`config.mk`:
```
export PLATFORM = sky130hd
export DESIGN_NAME = tmrwd_top
export DESIGN_NICKNAME = d
export VERILOG_FILES = /design/src/rtl/tmrwd_pkg.sv /design/src/rtl/tmrwd_pin_sync.sv /design/src/rtl/tmrwd_prescaler.sv /design/src/rtl/tmrwd_wdog.sv /design/src/rtl/tmrwd_top.sv
export SDC_FILE = /design/constraint.sdc
export NUM_CORES = 1
export LEC_CHECK = 0
export BUFFER_PORTS_ARGS = -buffer_cell sky130_fd_sc_hd__buf_2
export CAP_MARGIN = 20
export CORE_ASPECT_RATIO = 0.75
export CORE_MARGIN = 2
export CORE_UTILIZATION = 51
export DETAILED_ROUTE_END_ITERATION = 10
export GPL_TIMING_DRIVEN = 0
export PLACE_DENSITY = 0.75
export SYNTH_ARGS = -nofsm -noshare
export SYNTH_HDL_FRONTEND = slang
export SYNTH_SLANG_ARGS = --single-unit
```
`constraint.sdc`:
```
create_clock -name clk -period 1.8 [get_ports clk]
set_input_delay 0.09 -clock clk [delete_from_list [all_inputs] [get_ports clk]]
set_output_delay 0.09 -clock clk [all_outputs]
set_load 0.1 [all_outputs]
```
`src/rtl/tmrwd_pkg.sv`:
```
// Package: shared types and register addresses for the timer/watchdog block.
// Assumes an 8-bit register data path and a 2-bit register address.
package tmrwd_pkg;

    localparam int DATA_W = 8;
    localparam int RATE_W = 3;
    localparam int CFG_W  = 6;

    localparam logic [1:0] ADDR_COUNT = 2'd0;
    localparam logic [1:0] ADDR_CFG   = 2'd1;
    localparam logic [1:0] ADDR_FLAG  = 2'd2;

    // Configuration word; member order fixes the bit positions (MSB first).
    typedef struct packed {
        logic              src_ext;     // bit 5: 1 = count pin edges
        logic              edge_fall;   // bit 4: 1 = falling edge
        logic              psc_to_wdt;  // bit 3: 1 = prescaler owned by watchdog
        logic [RATE_W-1:0] rate;        // bits 2:0: prescale rate code
    } tmrwd_cfg_t;

endpackage

```
`src/rtl/tmrwd_pin_sync.sv`:
```
// Module: synchronizes an asynchronous pin and emits a one-cycle pulse on
// the selected edge. Assumes the pin may change at any time relative to clk.
// SYNC_STAGES flops resynchronize; one more flop holds the previous level.
module tmrwd_pin_sync #(
    parameter int SYNC_STAGES = 2
) (
    input  logic clk,
    input  logic rst_n,
    input  logic pin,
    input  logic edge_fall,
    output logic edge_pulse
);
    localparam int CHAIN = SYNC_STAGES + 1;

    logic [CHAIN-1:0] chain_q;

    // Stage 0 captures the raw pin.
    always_ff @(posedge clk) begin
        if (!rst_n) chain_q[0] <= 1'b0;
        else        chain_q[0] <= pin;
    end

    // Each further stage shifts the level one flop deeper.
    generate
        for (genvar g = 1; g < CHAIN; g++) begin : g_stage
            always_ff @(posedge clk) begin
                if (!rst_n) chain_q[g] <= 1'b0;
                else        chain_q[g] <= chain_q[g-1];
            end
        end
    endgenerate

    logic synced, prev;
    assign synced = chain_q[SYNC_STAGES-1];
    assign prev   = chain_q[SYNC_STAGES];

    // Edge qualification for the chosen polarity.
    always_comb begin
        if (edge_fall) edge_pulse = prev & ~synced;
        else           edge_pulse = synced & ~prev;
    end
endmodule

```
`src/rtl/tmrwd_prescaler.sv`:
```
// Module: shared binary prescaler. It counts step events and raises tap for
// the step that completes a ratio period. The timer ratio is 2^(rate+1) and
// the watchdog ratio is 2^rate. Assumes clr has priority over step.
module tmrwd_prescaler #(
    parameter int PSC_W  = 8,
    parameter int RATE_W = 3
) (
    input  logic              clk,
    input  logic              rst_n,
    input  logic              clr,
    input  logic              step,
    input  logic              for_wdt,
    input  logic [RATE_W-1:0] rate,
    output logic              tap
);
    logic [PSC_W-1:0] cnt_q;
    logic [PSC_W-1:0] tmr_mask, wdt_mask, sel_mask;

    // Low-order masks selected by the rate code for each owner.
    always_comb begin
        for (int i = 0; i < PSC_W; i++) begin
            tmr_mask[i] = (i <= int'(rate));
            wdt_mask[i] = (i <  int'(rate));
        end
        sel_mask = for_wdt ? wdt_mask : tmr_mask;
        tap      = step && ((cnt_q & sel_mask) == sel_mask);
    end

    // Prescaler count: clear, advance on step, else hold.
    always_ff @(posedge clk) begin
        if (!rst_n)    cnt_q <= '0;
        else if (clr)  cnt_q <= '0;
        else if (step) cnt_q <= cnt_q + 1'b1;
    end
endmodule

```
`src/rtl/tmrwd_wdog.sv`:
```
// Module: watchdog counter with a registered one-cycle timeout pulse on wrap.
// Assumes clear has priority over an increment in the same cycle.
module tmrwd_wdog #(
    parameter int WDT_W = 8
) (
    input  logic clk,
    input  logic rst_n,
    input  logic clear,
    input  logic inc,
    output logic timeout
);
    localparam logic [WDT_W-1:0] WDT_MAX = '1;

    logic [WDT_W-1:0] cnt_q;

    // Watchdog count and wrap detection.
    always_ff @(posedge clk) begin
        if (!rst_n || clear) begin
            cnt_q   <= '0;
            timeout <= 1'b0;
        end else if (inc) begin
            cnt_q   <= cnt_q + 1'b1;
            timeout <= (cnt_q == WDT_MAX);
        end else begin
            timeout <= 1'b0;
        end
    end
endmodule

```
`src/rtl/tmrwd_top.sv`:
```
// Module: 8-bit timer and watchdog sharing one prescaler, with a register
// port. Assumes wdt_tick and the register inputs are synchronous to clk, and
// that ext_clk_in is asynchronous.
module tmrwd_top
    import tmrwd_pkg::*;
#(
    parameter int PSC_W       = 8,
    parameter int WDT_W       = 8,
    parameter int SYNC_STAGES = 2
) (
    input  logic              clk,
    input  logic              rst_n,
    input  logic              reg_wr_en,
    input  logic [1:0]        reg_addr,
    input  logic [DATA_W-1:0] reg_wdata,
    output logic [DATA_W-1:0] reg_rdata,
    input  logic              ext_clk_in,
    input  logic              wdt_tick,
    input  logic              wdt_clear,
    output logic              ovf_flag,
    output logic              wdt_timeout
);
    localparam logic [DATA_W-1:0] TMR_MAX = '1;

    tmrwd_cfg_t        cfg_q, cfg_new;
    logic [DATA_W-1:0] tmr_q;
    logic              flag_q;
    logic              wr_cnt, wr_cfg, wr_flag;
    logic              pin_edge, src_evt, psc_step, psc_clr, psc_tap;
    logic              tmr_inc, wdt_inc;

    // Register write decode.
    always_comb begin
        wr_cnt  = reg_wr_en && (reg_addr == ADDR_COUNT);
        wr_cfg  = reg_wr_en && (reg_addr == ADDR_CFG);
        wr_flag = reg_wr_en && (reg_addr == ADDR_FLAG);
        cfg_new = tmrwd_cfg_t'(reg_wdata[CFG_W-1:0]);
    end

    tmrwd_pin_sync #(.SYNC_STAGES(SYNC_STAGES)) u_pin (
        .clk        (clk),
        .rst_n      (rst_n),
        .pin        (ext_clk_in),
        .edge_fall  (cfg_q.edge_fall),
        .edge_pulse (pin_edge)
    );

    // Routing of events between the prescaler and its two possible owners.
    always_comb begin
        src_evt  = cfg_q.src_ext ? pin_edge : 1'b1;
        psc_step = cfg_q.psc_to_wdt ? wdt_tick : src_evt;
        psc_clr  = (wr_cnt && !cfg_q.psc_to_wdt)
                || (wdt_clear && cfg_q.psc_to_wdt)
                || (wr_cfg && (cfg_new.psc_to_wdt != cfg_q.psc_to_wdt));
        tmr_inc  = !wr_cnt && (cfg_q.psc_to_wdt ? src_evt : psc_tap);
        wdt_inc  = cfg_q.psc_to_wdt ? psc_tap : wdt_tick;
    end

    tmrwd_prescaler #(.PSC_W(PSC_W), .RATE_W(RATE_W)) u_psc (
        .clk     (clk),
        .rst_n   (rst_n),
        .clr     (psc_clr),
        .step    (psc_step),
        .for_wdt (cfg_q.psc_to_wdt),
        .rate    (cfg_q.rate),
        .tap     (psc_tap)
    );

    tmrwd_wdog #(.WDT_W(WDT_W)) u_wdog (
        .clk     (clk),
        .rst_n   (rst_n),
        .clear   (wdt_clear),
        .inc     (wdt_inc),
        .timeout (wdt_timeout)
    );

    // Configuration register.
    always_ff @(posedge clk) begin
        if (!rst_n)      cfg_q <= '0;
        else if (wr_cfg) cfg_q <= cfg_new;
    end

    // Timer count: a write wins over an increment.
    always_ff @(posedge clk) begin
        if (!rst_n)       tmr_q <= '0;
        else if (wr_cnt)  tmr_q <= reg_wdata;
        else if (tmr_inc) tmr_q <= tmr_q + 1'b1;
    end

    // Overflow flag: a wrap wins over a software write.
    always_ff @(posedge clk) begin
        if (!rst_n)                           flag_q <= 1'b0;
        else if (tmr_inc && tmr_q == TMR_MAX) flag_q <= 1'b1;
        else if (wr_flag)                     flag_q <= reg_wdata[0];
    end

    assign ovf_flag = flag_q;

    // Read-data mux.
    always_comb begin
        case (reg_addr)
            ADDR_COUNT: reg_rdata = tmr_q;
            ADDR_CFG:   reg_rdata = {{(DATA_W-CFG_W){1'b0}}, cfg_q};
            ADDR_FLAG:  reg_rdata = {{(DATA_W-1){1'b0}}, flag_q};
            default:    reg_rdata = '0;
        endcase
    end
endmodule

```
==> results of run 1 <==
-- cells in the mapped netlist (4+ instances only) --
master,instances
dfxtp_1,35
nor2_1,20
o21ai_0,20
nand2_1,17
mux2i_1,13
a21oi_1,11
nand3_1,10
nor2b_1,10
clkbuf_1,8
and2_1,7
or3_1,7
xor2_1,6
inv_1,5
nand4_1,5
xnor2_1,5
and4_1,4
-- per-stage QoR --
stage / area [um^2] / util, % / setup TNS, ps / std cells
after floorplan: 1948 / - / -627.3 / 225
after global placement: 2128 / 59.29 / -2655 / 300
after detailed placement: 2128 / 59.29 / -3183 / 300
after CTS: 2360 / 65.74 / -1510 / 321
after global routing: 2454 / 68.35 / -2440 / 322
final: 2454 / 68.35 / -1022 / 322
-- layout by cell type, fill, tap and decap left out, drive strengths merged, types with 6 or more instances in the layout --
| cell type | count |
|---|---|
| a21oi | 11 |
| nor2b | 10 |
| nand3 | 10 |
| dfxtp | 35 |
| mux2i | 13 |
| nand2 | 18 |
| buf | 40 |
| nor2 | 20 |
| xor2 | 6 |
| o21ai | 21 |
| and2 | 8 |
| clkbuf | 15 |
| or3 | 8 |
-- flip-flops by register name, indices dropped and copies added (netlist names) --
signal,flops
u_pin.chain_q,1
u_wdog.cnt_q,8
u_pin.synced,1
cfg_q,6
u_psc.cnt_q,8
ovf_flag,1
u_wdog.timeout,1
tmr_q,8
u_pin.prev,1
-- cells by family after synthesis --
family                   share of synthesized area, %
multiplexers                                    7.548
flip-flops                                      37.41
AND/OR/NAND/NOR                                 29.73
XOR/XNOR                                        5.143
adder cells (fa/ha/maj)                         2.004
AO/OA/AOI/OAI                                   15.03
buffers and inverters                           3.140
-- per-layer routing --
| layer | vias up | track usage (%) |
|---|---|---|
| li1 | 893 | - |
| met1 | 857 | 30.16 |
| met2 | 56 | 34.69 |
| met3 | 6 | 6.104 |
| met4 | 0 | 10.13 |
| met5 | - | 0 |
-- where the power goes --
group / switching (mW) / internal [mW] / leakage (nW)
clock network: 0.285 / 0.349 / 0.0515
logic: 0.177 / 0.120 / 0.617
registers: 0.0358 / 0.803 / 0.288
-- what timing repair did --
| item | CTS | global route |
|---|---|---|
| setup endpoints to repair | 21 | 27 |
| setup buffers | 13 | 3 |
| pin swaps | 12 | 8 |
| gates resized for setup | 14 | 21 |
-- worst paths after layout --
check	startpoint	endpoint	slack, ps	cells past startpoint
max	cfg_q[0]	tmr_q[6]	-190	6
min	ext_clk_in	u_pin.chain_q[0]	4	2
max reg2reg	cfg_q[0]	tmr_q[6]	-190	6
min reg2reg	u_pin.chain_q[0]	u_pin.synced	440	1
-- cell type report --
cell class / instances / share of cell area (%)
repair buffers: 39 / 10.05
flip-flops and latches: 35 / 29.17
multi-input cells: 175 / 51.71
well taps: 52 / 2.652
plain buffers: 8 / 1.581
clock buffers: 8 / 4.080
inverters: 5 / 0.7649
==> metrics.cfg, run 1 <==
[drt]
wl_met1_um = 2028
top_layer = met4
wl_met3_um = 294
drtIter0Drc = 78
vias = 1812
firstDrtPassIters = 4
totalWireLength_um = 4435
drc = 0
wl_met2_um = 2063
viasPerCell = 5.627
ant_nets = 0
wire_per_inst_um = 13.77

[synthesis]
yosys_warnings = 0
syn-cell-area_um2 = 1873
yosysTopAreaCell = dfxtp_1
avgSynthCellArea_um2 = 8.325
seq_area_frac_synth_pct = 37.41
netlist_top_cells_area = dfxtp_1 (37%), mux2i_1 (6.9%), o21ai_0 (5.3%)
async_reset_ff_share_pct = 0
ys_ff_latch = 35
ys.flop_type = dfxtp_1
yosysTopAreaCellShare_pct = 37.41
syn-instance-count = 225
synth-edff-count = 0
synth_cell_type_count = 47
syn_nets = 244

[cells_and_area]
seq_area_um2 = 715.7
drive_gt1_share_pct = 31.85
multiInputGateArea_um2 = 1269
n_antenna_cell = 0
syn2layout_area_growth_pct = 31.00
fin_nets = 288
fillCellCount = 288

[setup_path]
crit_path_cell_trace = and2b_1, or4_4, o21ai_4, o2111ai_4, or3_1, a31oi_1
cp_num_buf_inv = 0
cp_slowest_cell = or4_4
critPathKind = reg -> reg
crit_fanout = 6
cp-start-kind = flip-flop
cp-end-kind = flip-flop
crit_arrival_ps = 2200
cp.required_ps = 2010
max_stage_delay_ps = 440
cpLargestDelayFamily = simple AND/OR/NAND/NOR gates

[die]
die_area_um2 = 4178
dieHeight_um = 56.49
placementRows = 19
die_x_um = 73.98
initial_utilization_pct = 52.18
pin_count = 26
core_area_um2 = 3590

[clocking]
cts_root_buf = clkbuf_8
clockBufferDepth = 2
cts_tree = done
cts.sinks = 35
cts_hold_buf = 0
clock_latency_ps = 290
numCtsBuffers = 5
ctsHtreeMaxLevel = 2
cts.clk_slew.worst_paths_ps = 70

[place]
io_buffer_count = 23
pre_cts_slack_ps = -237.0
hpwlAfterDp_um = 2926
gp_congestion = 0.8365

[power]
p_leak_nw = 0.9564
peakVddDrop_v = 0.0004661
power.density_nw_per_um2 = 721.9
finalPower_mw = 1.771

[global_route]
grt_start_max_net_pins = 11
grt_pass1_wl_um = 7314
grt-ovfl-total = 0
antenna_found_initial = 0
grtUsageTotal_pct = 22.85
grt_pass1_vias = 1621

[timing]
finalWorstSetupSlack_ps = -187.8
fmax_ghz = 0.5031
fin_crit_ps = 1988
holdWs_ps = 3.713
finalSetupViolations = 13
maxSlewHeadroom_pct = 53.99
rsz0062_at_grt = true
worst_slew_pin_slew_ps = 690.1
finalCritPeriodShare_pct = 110.4
finClkSkew_ps = 9.581
drv_slew = 0
hold_viol = 0

[run]
maxCapViolCount = 0

[min_path]
min_path_type = in -> reg

[status]
violations = setup timing
status = complete, but fails checks

(Power assumes the default switching activity.)
==> run 2: changes to the inputs <==
CELL_PAD_IN_SITES_DETAIL_PLACEMENT = 1   (was not set)
CELL_PAD_IN_SITES_GLOBAL_PLACEMENT = 2   (was not set)
CORE_UTILIZATION = 30   (was 51)
PLACE_DENSITY = not set   (was 0.75)
PLACE_DENSITY_LB_ADDON = 0.1   (was not set)
==> metrics.cfg, run 2 (same netlist as run 1, synthesis figures left out) <==
[status]
status = complete, but fails checks  ; unchanged
violations = setup timing  ; unchanged

[setup_path]
cp_num_buf_inv = 1  ; was 0
crit_path_cell_trace = and2b_1, or4_4, o21ai_4, buf_4, o211a_1, mux2i_1, a21oi_1  ; was and2b_1, or4_4, o21ai_4, o2111ai_4, or3_1, a31oi_1
crit_fanout = 4  ; was 6
crit_arrival_ps = 2170  ; was 2200 ps
cp-end-kind = flip-flop  ; unchanged
cp_slowest_cell = or4_4  ; unchanged
cpLargestDelayFamily = simple AND/OR/NAND/NOR gates  ; unchanged
cp-start-kind = flip-flop  ; unchanged
max_stage_delay_ps = 440  ; about the same
critPathKind = reg -> reg  ; unchanged
reg2reg_depth = 7  ; was 6
cp.required_ps = 1950  ; was 2010 ps
cp_num_cells = 7  ; was 6

[power]
peakVddDrop_v = 0.0003529  ; was 0.0004661 V
seqPwrFrac_pct = 46.8  ; was 47.4%
combinationalPowerShare_pct = 17.2  ; was 16.8%
p_leak_nw = 0.9740  ; was 0.9564 nW
p_clk_share_pct = 35.9  ; was 35.8%
p_int_mw = 1.270  ; was 1.273 mW
power.density_nw_per_um2 = 712.3  ; was 721.9 nW/um^2
finalPower_mw = 1.788  ; was 1.771 mW
switching_share_pct = 28.95  ; was 28.13%
switchingPower_mw = 0.5175  ; was 0.4982 mW

[clocking]
cts_tree = done  ; unchanged
numCtsBuffers = 5  ; unchanged
clockBufferDepth = 2  ; unchanged
cts.clk_slew.worst_paths_ps = 70  ; about the same
cts_root_buf = clkbuf_8  ; unchanged
ctsHtreeMaxLevel = 2  ; unchanged
cts.sinks = 35  ; unchanged
clock_latency_ps = 280  ; was 290 ps

[die]
pin_count = 26  ; unchanged
die_area_um2 = 6898  ; was 4178 um^2
dieHeight_um = 72.43  ; was 56.49 um
placementRows = 24  ; was 19
initial_utilization_pct = 31.66  ; was 52.18%
die_x_um = 95.24  ; was 73.98 um
core_area_um2 = 5916  ; was 3590 um^2

[timing]
setup_tns_ps = -2461  ; was -1022 ps
hold_viol = 0  ; unchanged
fmax_ghz = 0.4966  ; was 0.5031 GHz
fin_crit_ps = 2014  ; was 1988 ps
rsz0062_at_grt = true  ; unchanged
maxSlewHeadroom_pct = 56.36  ; was 53.99%
worst_slew_pin_slew_ps = 654.6  ; was 690.1 ps
finalWorstSetupSlack_ps = -213.5  ; was -187.8 ps
finClkSkew_ps = 2.740  ; was 9.581 ps
finalSetupViolations = 21  ; was 13
finalCritPeriodShare_pct = 111.9  ; was 110.4%
drv_slew = 0  ; unchanged

[global_route]
grt-ovfl-total = 0  ; unchanged
grt_start_max_net_pins = 11  ; unchanged
grtUsageTotal_pct = 16.53  ; was 22.85%
grt_pass1_vias = 1718  ; was 1621
grt_pass1_wl_um = 8818  ; was 7314 um
antenna_found_initial = 0  ; unchanged

[drt]
ant_nets = 0  ; unchanged
viasPerCell = 5.094  ; was 5.627
wire_per_inst_um = 15.82  ; was 13.77 um
drtIter0Drc = 67  ; was 78
vias = 1788  ; was 1812
firstDrtPassIters = 4  ; unchanged
totalWireLength_um = 5554  ; was 4435 um
drc = 0  ; unchanged

[cells_and_area]
fin_nets = 291  ; was 288
finalInstanceArea_um2 = 2510  ; was 2454 um^2
largestRegisters = tmr_q x8, u_psc.cnt_q x8, u_wdog.cnt_q x8  ; unchanged
final_core_utilization_pct = 42.43  ; was 68.35%
fillCellCount = 714  ; was 288
mostFrequentLayoutCells = dfxtp_1 (28), buf_2 (23), o21ai_0 (17)  ; was dfxtp_1 (29), buf_2 (23), nand2_1 (16)
syn2layout_area_growth_pct = 34.00  ; was 31.00%
drive_gt1_share_pct = 32.60  ; was 31.85%
n_antenna_cell = 0  ; unchanged
final_common_cell = dfxtp_1  ; unchanged

[place]
pre_cts_slack_ps = -258.7  ; was -237.0 ps
gp_congestion = 0.7760  ; was 0.8365
dpl-instance-area_um2 = 2161  ; was 2128 um^2
hpwlAfterDp_um = 3786  ; was 2926 um
io_buffer_count = 23  ; unchanged

[min_path]
min_path_type = in -> reg  ; unchanged
holdPathStages = 2  ; unchanged

[run]
maxCapViolCount = 0  ; unchanged

run 2: cell types whose count changed in the layout (fill, tap and decap cells not counted), moves of 2 or more:
cell,previous run,this run
buf_6,4,7
o21ai_0,14,17
buf_4,13,11
o21ai_1,4,2
run 2: path summary, 6_finish.rpt:
path / from / endpoint / slack, ps
worst max register to register: u_psc.cnt_q[4] / tmr_q[1] / -210
worst max-delay path: u_psc.cnt_q[4] / tmr_q[1] / -210
worst min register to register: u_pin.chain_q[0] / u_pin.synced / 440
worst min-delay path: ext_clk_in / u_pin.chain_q[0] / 4
run 2: cell type report:
type | instances | area [um^2] | area share, %
buffer | 9 | 43.79 | 1.745
inverter | 5 | 18.77 | 0.7478
tap | 78 | 97.59 | 3.888
timing repair buffer | 41 | 285.3 | 11.37
clock buffer | 8 | 100.1 | 3.988
multi-input combinational | 175 | 1245 | 49.60
sequential | 35 | 719.4 | 28.66
run 2: per-layer routing:
layer | GRT usage, % | up-vias | wire length (um)
met5 | 0 | - | 0
met4 | 2.899 | 0 | 41
met3 | 3.738 | 4 | 154
met2 | 24.26 | 18 | 2428
met1 | 24.89 | 878 | 2930
li1 | - | 888 | -
run 2: worst register-to-register path, cell delays in order, from the launching register on:
cell     delay [ps]
dfxtp_4         350
and2b_1         170
or4_4           440
o21ai_4         220
buf_4           150
o211a_1         230
mux2i_1         240
a21oi_1          90
run 2: power by group through the flow:
stage | logic [mW] | registers, mW | clock network [mW]
2_1_floorplan | 0.193 | 0.854 | 0
3_3_place_gp | 0.261 | 0.861 | 0
3_5_place_dp | 0.263 | 0.861 | 0
4_1_cts | 0.297 | 0.837 | 0.661
5_1_grt | 0.337 | 0.842 | 0.712
6_report | 0.308 | 0.837 | 0.643
run 2: stage by stage:
stage	std cells	hold slack (ps)
floorplan	225	217.3
global placement	326	295.2
detailed placement	326	300.6
CTS	348	3.138
global route	351	12.95
finish	351	3.650
run 2: repair_timing:
action / CTS / global route
pin swaps: 12 / 12
setup buffers: 13 / 5
gates cloned: 1 / 0
setup endpoints to repair: 22 / 26
gates resized for setup: 15 / 20
hold buffers: 0 / 0
